===== src/rtl/kwdt_pkg.sv =====
package kwdt_pkg;
   localparam logic [7:0] KEY_FIRST  = 8'h1E;
   localparam logic [7:0] KEY_SECOND = 8'hE1;
   localparam logic       SEL_KEY    = 1'b0;
   localparam logic       SEL_PERIOD = 1'b1;

   typedef enum logic [1:0] {
      PM_NORMAL = 2'b00,
      PM_IDLE   = 2'b01,
      PM_DOWN   = 2'b10,
      PM_DOWN2  = 2'b11
   } pmode_t;

   typedef struct packed {
      logic       keep_half;
      logic [2:0] wto;
   } period_t;
endpackage


===== src/rtl/kwdt_keyseq.sv =====
module kwdt_keyseq
   import kwdt_pkg::*;
(
   input  logic       clk,
   input  logic       rst_n,
   input  logic       wr_en,
   input  logic       wr_sel,
   input  logic [7:0] wr_data,
   output logic       key_ok
);
   logic armed_q;
   logic is_key;

   assign is_key = wr_en && (wr_sel == SEL_KEY);
   assign key_ok = is_key && armed_q && (wr_data == KEY_SECOND);

   always_ff @(posedge clk or negedge rst_n) begin
      if (!rst_n)     armed_q <= 1'b0;
      else if (wr_en) armed_q <= is_key && (wr_data == KEY_FIRST);
   end
endmodule


===== src/rtl/kwdt_tick.sv =====
module kwdt_tick #(
   parameter bit FAST_OK = 1'b1
) (
   input  logic clk,
   input  logic rst_n,
   input  logic run,
   input  logic restart,
   input  logic halve,
   output logic tick
);
   logic phase_q;

   always_ff @(posedge clk or negedge rst_n) begin
      if (!rst_n)       phase_q <= 1'b0;
      else if (restart) phase_q <= 1'b0;
      else if (run)     phase_q <= ~phase_q;
   end

   generate
      if (FAST_OK) begin : g_sel
         assign tick = run && (!halve || phase_q);
      end else begin : g_half
         logic unused_halve;
         assign unused_halve = halve;
         assign tick = run && phase_q;
      end
   endgenerate
endmodule


===== src/rtl/kwdt_count.sv =====
module kwdt_count #(
   parameter int BASE_LOG2 = 14,
   localparam int CW = BASE_LOG2 + 10
) (
   input  logic          clk,
   input  logic          rst_n,
   input  logic          key_ok,
   input  logic [2:0]    wto_in,
   input  logic          tick,
   output logic          en,
   output logic [CW-1:0] cnt,
   output logic          ovf
);
   logic [2:0]    wto_act;
   logic [CW-1:0] lim_m1;

   assign lim_m1 = (CW'(6) << (BASE_LOG2 + int'(wto_act))) - CW'(1);
   assign ovf    = tick && en && (cnt == lim_m1);

   always_ff @(posedge clk or negedge rst_n) begin
      if (!rst_n) begin
         en      <= 1'b0;
         cnt     <= '0;
         wto_act <= '0;
      end else if (key_ok) begin
         en      <= 1'b1;
         cnt     <= '0;
         wto_act <= wto_in;
      end else if (ovf) begin
         en  <= 1'b0;
         cnt <= '0;
      end else if (tick && en) begin
         cnt <= cnt + CW'(1);
      end
   end
endmodule


===== src/rtl/kwdt_pulse.sv =====
module kwdt_pulse #(
   parameter int PULSE_LEN = 96,
   localparam int PW = $clog2(PULSE_LEN)
) (
   input  logic clk,
   input  logic rst_n,
   input  logic fire,
   output logic active
);
   logic [PW-1:0] pc_q;

   always_ff @(posedge clk or negedge rst_n) begin
      if (!rst_n) begin
         active <= 1'b0;
         pc_q   <= '0;
      end else if (fire) begin
         active <= 1'b1;
         pc_q   <= '0;
      end else if (active) begin
         if (pc_q == PW'(PULSE_LEN - 1)) active <= 1'b0;
         else                            pc_q   <= pc_q + PW'(1);
      end
   end
endmodule


===== src/rtl/kwdt_top.sv =====
module kwdt_top
   import kwdt_pkg::*;
#(
   parameter int BASE_LOG2 = 14,
   parameter int PULSE_LEN = 96,
   parameter bit FAST_OK   = 1'b1,
   localparam int CW = BASE_LOG2 + 10
) (
   input  logic       clk,
   input  logic       rst_n,
   input  logic       wr_en,
   input  logic       wr_sel,
   input  logic [7:0] wr_data,
   input  logic       speed_x2,
   input  logic [1:0] pwr_mode,
   output logic       wdt_rst
);
   generate
      if (BASE_LOG2 < 1 || BASE_LOG2 > 24) begin : g_bad_base
         $error("kwdt_top: BASE_LOG2 out of range");
      end
      if (PULSE_LEN < 2 || PULSE_LEN > 4096) begin : g_bad_pulse
         $error("kwdt_top: PULSE_LEN out of range");
      end
   endgenerate

   period_t       per_q;
   logic          key_ok, tick, halve, run, en_w, ovf_w;
   logic [CW-1:0] cnt_w;

   always_ff @(posedge clk or negedge rst_n) begin
      if (!rst_n)                              per_q <= '0;
      else if (wr_en && wr_sel == SEL_PERIOD)  per_q <= period_t'(wr_data[3:0]);
   end

   assign halve = !(speed_x2 && !per_q.keep_half);
   assign run   = en_w && !pwr_mode[1];

   kwdt_keyseq u_key (
      .clk(clk), .rst_n(rst_n), .wr_en(wr_en), .wr_sel(wr_sel),
      .wr_data(wr_data), .key_ok(key_ok)
   );

   kwdt_tick #(.FAST_OK(FAST_OK)) u_tick (
      .clk(clk), .rst_n(rst_n), .run(run), .restart(key_ok),
      .halve(halve), .tick(tick)
   );

   kwdt_count #(.BASE_LOG2(BASE_LOG2)) u_cnt (
      .clk(clk), .rst_n(rst_n), .key_ok(key_ok), .wto_in(per_q.wto),
      .tick(tick), .en(en_w), .cnt(cnt_w), .ovf(ovf_w)
   );

   kwdt_pulse #(.PULSE_LEN(PULSE_LEN)) u_pulse (
      .clk(clk), .rst_n(rst_n), .fire(ovf_w), .active(wdt_rst)
   );
endmodule


===== config.mk =====
export PLATFORM = sky130hd
export DESIGN_NAME = kwdt_top
export DESIGN_NICKNAME = d
export VERILOG_FILES = /design/src/rtl/kwdt_pkg.sv /design/src/rtl/kwdt_keyseq.sv /design/src/rtl/kwdt_tick.sv /design/src/rtl/kwdt_count.sv /design/src/rtl/kwdt_pulse.sv /design/src/rtl/kwdt_top.sv
export SDC_FILE = /design/constraint.sdc
export NUM_CORES = 1
export LEC_CHECK = 0
export BUFFER_PORTS_ARGS = -buffer_cell sky130_fd_sc_hd__buf_2
export CORE_MARGIN = 1.5
export CORE_UTILIZATION = 32
export DETAILED_ROUTE_END_ITERATION = 10
export PLACE_DENSITY_LB_ADDON = 0.05
export SLEW_MARGIN = 30
export SYNTH_ARGS = -nofsm -noshare
export SYNTH_HDL_FRONTEND = slang
export SYNTH_SLANG_ARGS = --single-unit
export TNS_END_PERCENT = 20

===== constraint.sdc =====
create_clock -name clk -period 5.2 [get_ports clk]
set_input_delay 0.26 -clock clk [delete_from_list [all_inputs] [get_ports clk]]
set_output_delay 0.26 -clock clk [all_outputs]
set_load 0.005 [all_outputs]

=== Word-level counts from Yosys, hierarchy flattened ===
Cells that the tools add are included.

* Order comparisons: 0
* $add $sub $neg: 4
* Reduce and logical (&&, ||, !) cells: 18
* Div/mod/pow operators: 0
* Mux-type cells: 13
* Equality and inequality tests: 5
* Multiply operators: 0
* Bitwise logic cells: 2
* Shift-type cells: 1

{| class="wikitable"
|+ Operators by type and width
! cell !! count
|-
| $mux W24 || 3
|-
| $shl A3 B32 Y24 const A || 1
|-
| $add A24 B1 Y24 const B || 1
|-
| $eq A24 B24 Y1 || 1
|-
| $sub A24 B2 Y24 const B || 1
|-
| $mux W7 || 3
|-
| $logic_and A1 B1 Y1 || 10
|-
| $eq A8 B5 Y1 const B || 1
|-
| $eq A8 B8 Y1 const B || 1
|-
| $add A7 B1 Y7 const B || 1
|-
| $eq A7 B7 Y1 const B || 1
|-
| $mux W1 || 7
|-
| $reduce_bool A2 Y1 || 3
|-
| $add A4 B3 Y5 const A || 1
|-
| $reduce_bool A3 Y1 || 1
|-
| $logic_not A1 Y1 || 2
|-
| $ne A2 B2 Y1 const B || 1
|-
| $not A1 Y1 || 2
|-
| $reduce_and A2 Y1 || 1
|-
| $logic_or A1 B1 Y1 || 1
|}

* Register bits after elaboration: 42
* Word-level logic and storage cells: 52
* Latch bits: 0
* RAM bits: 0
* Memory bits (read-only): 0
* Memories kept: 0
* Input port bits: 15

=== Depth between registers and ports, before layout ===
Gate-level depths: netlist of the first run.

* Word-level depth: 8
* Mapped depth: 17
* Gate-level depth less buffers: 14

=== By module ===
Synthesis of the first run repeated with hierarchy kept, for this count alone.

* Cells, all modules: 318
* Area, all modules: 2944.1 um^2

{| class="wikitable"
|+ By module, submodules not included
! module !! times used !! area each (um^2) !! cells each
|-
| kwdt_count || 1 || 2138.3 || 243
|-
| kwdt_pulse || 1 || 476.7 || 49
|-
| kwdt_top || 1 || 178.9 || 11
|-
| kwdt_keyseq || 1 || 101.3 || 10
|-
| kwdt_tick || 1 || 48.8 || 5
|}

=== Worst setup path before layout of the first run ===
No wires, ideal clock.

* Path type: register -> register
* Start point: register u_cnt.wto_act[1]
* End point: register u_cnt.cnt[12]
* Path slack: 1.764 ns
* Library setup time: 0.119 ns
* Cell stages (with the launch flop): 18
* Arrival time: 3.318 ns
* Required time: 5.081 ns
* Period minus slack after synthesis: 3.436 ns
* Cell sequence: dfrtp_1 inv_1 ha_1 clkbuf_1 inv_1 and3_1 a31oi_1 ha_1 xnor2_1 nor2_1 nand4_1 a2111oi_0 nor4bb_1 and4_1 buf_2 nand2b_1 buf_4 nor2_1

* Longest elaborated chain between the ends: 7
* Elaborated cells between the ends (all ways): 8

{| class="wikitable"
|+ Ends and longest elaborated chain
! element !! line !! source
|-
| start, declared || kwdt_count.sv:14 || <nowiki>logic [2:0] wto_act;</nowiki>
|-
| start signal, assigned || kwdt_count.sv:28 || <nowiki>wto_act <= wto_in;</nowiki>
|-
| $add A4 B3 Y5 * || kwdt_count.sv:17 || <nowiki>assign lim_m1 = (CW'(6) << (BASE_LOG2 + int'(wto_act))) - CW'(1);</nowiki>
|-
| $shl A3 B32 Y24 * || kwdt_count.sv:17 ||
|-
| $sub A24 B2 Y24 * || kwdt_count.sv:17 ||
|-
| $eq A24 B24 Y1 * || kwdt_count.sv:18 || <nowiki>assign ovf = tick && en && (cnt == lim_m1);</nowiki>
|-
| $logic_and A1 B1 Y1 * || kwdt_count.sv:18 ||
|-
| $mux W24 || kwdt_count.sv:29 || <nowiki>end else if (ovf) begin</nowiki>
|-
| $mux W24 || kwdt_count.sv:25 || <nowiki>end else if (key_ok) begin</nowiki>
|-
| end signal, assigned || kwdt_count.sv:33 || <nowiki>cnt <= cnt + CW'(1);</nowiki>
|-
| end, declared || kwdt_count.sv:11 || <nowiki>output logic [CW-1:0] cnt,</nowiki>
|}

Mark *: on every way between the ends. The rest lies on a longest branch, timed or not.
A chain may end at the register's enable or synchronous reset.

=== Final worst setup path of the first run ===
* Start point: register u_cnt.wto_act[1]
* End point: register u_cnt.cnt[14]

The elaborated chain is that of the path after synthesis.

==> results.md, run 1 <==
* Status: complete, no violations
* WL per Instance at 15.6 um
* Hold WS at 0.186 ns
* Post-DRT Antenna Nets at 0
* Avg Cell Area, Syn at 9.12 um2
* Final design utilization at 36.6%
* Main synth FF type: dfrtp_1
* Clock Skew at 0.00694 ns
* Setup violators final at 0
* Cell family with most CP delay: simple AND/OR/NAND/NOR gates
* Syn Inst Count at approximately 320
* Most frequent cell after synthesis: dfrtp_1
* CP Capture Type: register
* CTS H-tree lvls at 2
* Area grow syn2layout at 9.26%
* Critical path data required time at roughly 5.4 ns
* Area of the core at 8810 um2
* Worst VDD drop at 0.0798 mV
* Fin crit share at 87.6%
* Placer Congestion at 0.727
* WHS Path Cells at 2
* Core Rows at 34
* FFs w/ async S/R, synth at 100%
* Port bufs at 14
* Internal at 0.437 mW
* Worst R2R End: u_cnt.cnt[14]
* Sw power at 0.141 mW
* Layout cell share with drive strength beyond 1 at 11.3%
* Worst Setup EP: u_cnt.cnt[14]
* Slew at the pin closest to its max-slew limit at 0.564 ns
* Switching power share of the total at between 20% and 30%
* Die Area at 9790 um2
* Clock latency at the later pin of the worst-skew pair at 0.30 ns
* Residual DRC count at 0
* Power density over the cells at around 180 nW/um2
* Min-Delay Path Class: primary input to register
* I/O pins at 16
* Comb power frac at under 10%
* Final hold vios at 0
* Crit path depth at 14
* EDFF count, synth at 0
* Initial Utilization at approximately 33%
* Leading area contributor after synthesis: dfrtp_1
* Worst Path Max Fanout at 13
* Lkg Pwr at 1.37 nW
* Root buf cell: clkbuf_8
* DIE HEIGHT at between 90 and 100 um
* Flop pwr share at 57.8%
* Slowest cell on the critical path: ha_1
* Width of the die at 99.0 um
* Antenna cells at 0
* Synth top area cells: dfrtp_1 (36%), ha_1 (7.2%), xor2_1 (6.5%), xnor2_1 (5.4%), nor2_1 (4.8%)
* Resize count post-CTS at 0
* Unrepaired setup endpoints after global routing: no
* Drt pass-1 iters at 4
* Total Wirelength at roughly 7000 um
* Clock Sinks at 42
* CTS Buffer Depth at 2
* Cells on worst reg2reg path at 14
* CTS tree: yes
* YS warnings at 0
* Initial antenna violation count at 0
* Reg2Reg Setup Slack at 0.65 ns
* Global-route wire length before repair at 12300 um
* Max_cap viols at 0
* Fmax at 220 MHz
* Overall global routing resource usage at between 15 and 20%
* GRT overflow at 0
* Total of fill cells in the finished design at about 900
* Synth Net Count at 355
* Total number of vias at 2320
* Clock power share at about 38%
* CP startpoint: u_cnt.wto_act[1]
* Setup TNS at 0 ns
* Yosys top cell area share at 35.7%
* Post-Layout Cell Count at 445
* CP startpoint kind: register
* Sequential fraction of the synthesis area at 35.7%
* Slew headroom at 62.2%
* Yosys cell types at 51
* Max-slew violations at 0
* Vias per cell at 5.21
* TritonCTS Buffers at 5
* Reg clk slew, reported paths at around 0.090 ns
* Placed cell count at 436
* Crit Path Category: register to register
* Total Nets Final at 368
* Synthesized area at a little under 3000 um2
* Largest net degree at the start of global routing at 43
* HPWL after detailed placement at 5210 um
* Synthesized flop and latch total at 42
* Worst reg2reg path startpoint: u_cnt.wto_act[1]
* Min cycle time layout at 4.55 ns
* CP Data Arrival Time at 4.75 ns
* Commonest cells post-synth: dfrtp_1 (42), nor2_1 (38), nand2_1 (29)
* Critical path buffers and inverters at 2
* Critical path's largest stage delay at 0.60 ns
* Vias in the first global route at 2381
* Worst path cell trace: inv_1, ha_1, mux2_2, nand2_1, ha_1, xor2_1, nor2_1, nand4_1, a2111oi_0, nor4bb_1, and4_1, nand2b_1, buf_4, nor2_1
* DRT iter0 DRCs at between 70 and 80
[worst register-to-register path, cell delays in order, from the launching register on]
cell	delay [ns]
dfrtp_1	0.57
inv_1	0.20
ha_1	0.60
mux2_2	0.43
nand2_1	0.11
ha_1	0.24
xor2_1	0.16
nor2_1	0.20
nand4_1	0.14
a2111oi_0	0.35
nor4bb_1	0.30
and4_1	0.44
nand2b_1	0.36
buf_4	0.27
nor2_1	0.07
[state kept, by name (all words and copies together) (netlist names)]
signal          cells
u_pulse.pc_q        7
u_cnt.wto_act       3
u_pulse.active      1
u_cnt.cnt          24
u_cnt.en            1
u_tick.phase_q      1
u_key.armed_q       1
per_q               4
[layer usage]
layer | up-vias | track usage, % | share of wire, %
met5 | - | 0 | 0
met4 | 0 | 4.73 | 1.7
met3 | 9 | 2.55 | 2.3
met2 | 25 | 25.3 | 45
met1 | 1112 | 22.2 | 51
li1 | 1174 | - | -
[how the worst min path moves through the flow]
stage	endpoint	startpoint	slack [ns]
finish	u_key.armed_q	wr_en	0.19
global placement	u_cnt.wto_act[2]	per_q[2]	0.46
global route	u_key.armed_q	wr_en	0.21
CTS	u_key.armed_q	wr_en	0.18
floorplan	per_q[0]	rst_n	-0.04
detailed placement	u_tick.phase_q	rst_n	0.30
[cell type report]
cell class,instances,area [um2],share of cell area (%)
Clock buffer,6,72.6,2.25
Tap cell,108,135,4.20
Sequential cell,42,1050,32.6
Timing Repair Buffer,19,113,3.50
Inverter,9,33.8,1.05
Clock inverter,2,13.8,0.428
Multi-Input combinational cell,259,1800,55.9
[through the flow]
stage	instance area (um2)	total power [mW]	setup slack (ns)
2_1_floorplan	2950	0.349	1.76
3_3_place_gp	3120	0.364	0.722
3_5_place_dp	3120	0.365	0.661
4_1_cts	3220	0.593	0.667
5_1_grt	3220	0.607	0.295
6_report	3220	0.578	0.645
[kinds of logic (layout without fill, tap and decap cells)]
kind of cell / Yosys count / after routing / share of synthesized area (%)
and+or+nand+nor: 144 / 144 / 26.0
AOI/OAI and AO/OA: 44 / 44 / 10.9
DFF: 42 / 42 / 35.7
xor gates and xnor gates: 40 / 40 / 11.9
buffers and inverters: 22 / 36 / 3.23
adders and majority gates: 17 / 17 / 7.22
muxes: 14 / 14 / 5.05
[power by group through the flow]
stage | clock (mW) | sequential, mW | combinational [mW]
2_1_floorplan | 0 | 0.340 | 0.00909
4_1_cts | 0.234 | 0.334 | 0.0252
5_1_grt | 0.245 | 0.335 | 0.0282
6_report | 0.220 | 0.334 | 0.0243
3_3_place_gp | 0 | 0.340 | 0.0240
3_5_place_dp | 0 | 0.340 | 0.0244
[what timing repair did]
| action | in CTS | in global routing |
|---|---|---|
| endpoints found under the hold margin | 42 | 0 |
| hold buffers | 1 | 0 |
| buffers inserted | 0 | 0 |
[cells in the final DEF (no fill, tap or decap), drive strengths merged, types with 6 or more instances in the layout]
cell	count
dfrtp	42
nor2	39
nand2	29
xor2	22
xnor2	18
buf	18
ha	17
nand3	14
nand4	11
and3	9
inv	9
o21ai	9
mux2i	7
a21oi	7
mux2	7
and2	7
clkbuf	6
No activity file was read; power rests on OpenSTA's default activity.
==> run 2, diff against run 1 <==
Settings changed: BUFFER_PORTS_ARGS -buffer_cell sky130_fd_sc_hd__buf_2 to unset, DONT_BUFFER_PORTS set to 1.
==> results.md, run 2 (synthesis results as in run 1) <==
* Drt pass-1 iters at 4
* Hold WS at 0.0646 ns
* Worst R2R End: u_cnt.cnt[14]
* Die Area at 9790 um2
* Critical path's largest stage delay at between 0.6 and 0.7 ns
* Area grow syn2layout at 7.73%
* Reg with most FFs: u_cnt.cnt
* Worst path cell trace: inv_1, ha_1, mux2_2, nand2_1, ha_1, xor2_1, nor2_1, nand4_1, a2111oi_0, nor4bb_1, and4_1, nand2b_1, buf_4, nor2_1
* CTS H-tree lvls at 2
* Core Rows at 34
* Total number of vias at 2227
* Status: complete, no violations
* I/O pins at 16
* Layout cell share with drive strength beyond 1 at between 7 and 8%
* Setup violators final at 0
* Vias in the first global route at 2350
* Max reg flops at 24
* Slew at the pin closest to its max-slew limit at 0.609 ns
* Port bufs at 0
* TritonCTS Buffers at 5
* Reg2Reg Setup Slack at 0.78 ns
* Clock Sinks at 42
* Power density over the cells at 180 nW/um2
* Max_cap viols at 0
* Post-DRT Antenna Nets at 0
* DRT iter0 DRCs at 115
* Critical path data required time at 5.39 ns
* Largest net degree at the start of global routing at 43
* Slew headroom at 59.2%
* Most frequent cells in the layout: dfrtp_1 (42), nor2_1 (38), nand2_1 (29), xor2_1 (22), xnor2_1 (18)
* Final hold vios at 0
* Placer Congestion at slightly below 0.8
* Resize count post-CTS at 0
* Overall global routing resource usage at 15.3%
* Post-CTS Repair Setup Buffers at 0
* Area of the core at 8810 um2
* Reg clk slew, reported paths at ~0.090 ns
* Worst VDD drop at 0.0996 mV
* Top flop regs: u_cnt.cnt (24), u_pulse.pc_q (7), per_q (4)
* Setup TNS at 0 ns
* Root buf cell: clkbuf_8
* Commonest non-fill, non-tap cell in the layout: dfrtp_1
* CP Capture Type: register
* HP Start: wr_en
* Unrepaired setup endpoints after global routing: no
* Slowest cell on the critical path: ha_1
* Final design utilization at 36.0%
* WHS Endpoint: u_key.armed_q
* Fmax at 226 MHz
* Total Nets Final at 355
* CP Data Arrival Time at 4.61 ns
* Fin crit share at 85.0%
* Total power at 0.572 mW
* Clock Skew at 0.0106 ns
* Initial Utilization at 33.5%
* Worst Path Max Fanout at 13
* WL per Instance at 15.8 um
* CP startpoint kind: register
* Post-Layout Cell Count at between 400 and 500
* Crit Path Category: register to register
* Width of the die at 99.0 um
* HPWL after detailed placement at 5050 um
* Residual DRC count at 0
* Total Wirelength at 6820 um
* Initial antenna violation count at 0
* Min cycle time layout at 4.42 ns
* WHS Path Cells at 1
* Vias per cell at 5.16
* Lkg Pwr at 1.33 nW
* Cells on worst reg2reg path at 14
* Worst reg2reg path startpoint: u_cnt.wto_act[1]
* Global-route wire length before repair at 11900 um
* Clock latency at the later pin of the worst-skew pair at around 0.30 ns
* CTS Buffer Depth at 2
* Antenna cells at 0
* Placed cell count at 422
* GRT overflow at 0
* CTS tree: yes
* DIE HEIGHT at 99.0 um
* Max-slew violations at 0
* Min-Delay Path Class: primary input to register
run 2: cell types whose count changed in the layout (fill, tap and decap cells not counted):
cell	before	now
buf_16	0	1
buf_4	5	4
buf_2	13	0
run 2: worst max path at each step:
stage	startpoint	end	slack (ns)	depth (start not counted)
floorplan	u_cnt.wto_act[1]	u_cnt.cnt[12]	1.76	17
global placement	u_cnt.wto_act[1]	u_cnt.cnt[3]	0.75	14
detailed placement	u_cnt.wto_act[1]	u_cnt.cnt[0]	0.77	14
CTS	u_cnt.wto_act[1]	u_cnt.cnt[18]	0.76	14
global route	u_cnt.wto_act[1]	u_cnt.cnt[17]	0.47	14
finish	u_cnt.wto_act[1]	u_cnt.cnt[14]	0.78	14
run 2: where the power goes:
group	internal [mW]	switching [mW]	total, mW
Sequential	0.331	0.00266	0.334
Clock	0.0950	0.123	0.218
Combinational	0.00909	0.0108	0.0199
run 2: layer usage:
metal | vias to the layer above | track usage, % | routed length (um)
li1 | 1144 | - | -
met1 | 1056 | 21.3 | 3570
met2 | 20 | 24.2 | 3030
met3 | 7 | 2.48 | 137
met4 | 0 | 4.62 | 80
met5 | - | 0 | 0
run 2: repair_timing:
action,CTS,global route
setup endpoints to repair,0,0
hold endpoints to repair,42,0
hold buffers,2,0
run 2: worst max-delay path, delay by kind of cell (launching register included):
kind	cells	cell delay, ns
AOI/OAI and AO/OA	1	0.37
adders and majority gates	2	0.88
buffers and inverters	2	0.40
muxes	1	0.43
DFF	1	0.58
and+or+nand+nor	7	1.48
xor gates and xnor gates	1	0.16
run 2: area by class of cell:
type | count | area, um2
Fill cell | 905 | 5630
Clock inverter | 2 | 13.8
Tap cell | 108 | 135
Sequential cell | 42 | 1050
Timing Repair Buffer | 6 | 67.6
Multi-Input combinational cell | 259 | 1800
Clock buffer | 6 | 72.6
Inverter | 9 | 33.8
run 2: metrics by stage:
| step | cell area, um2 | setup slack [ns] |
|---|---|---|
| floorplan | 2950 | 1.76 |
| finish | 3170 | 0.781 |
| global route | 3170 | 0.467 |
| global placement | 3050 | 0.752 |
| detailed placement | 3050 | 0.774 |
| CTS | 3170 | 0.755 |
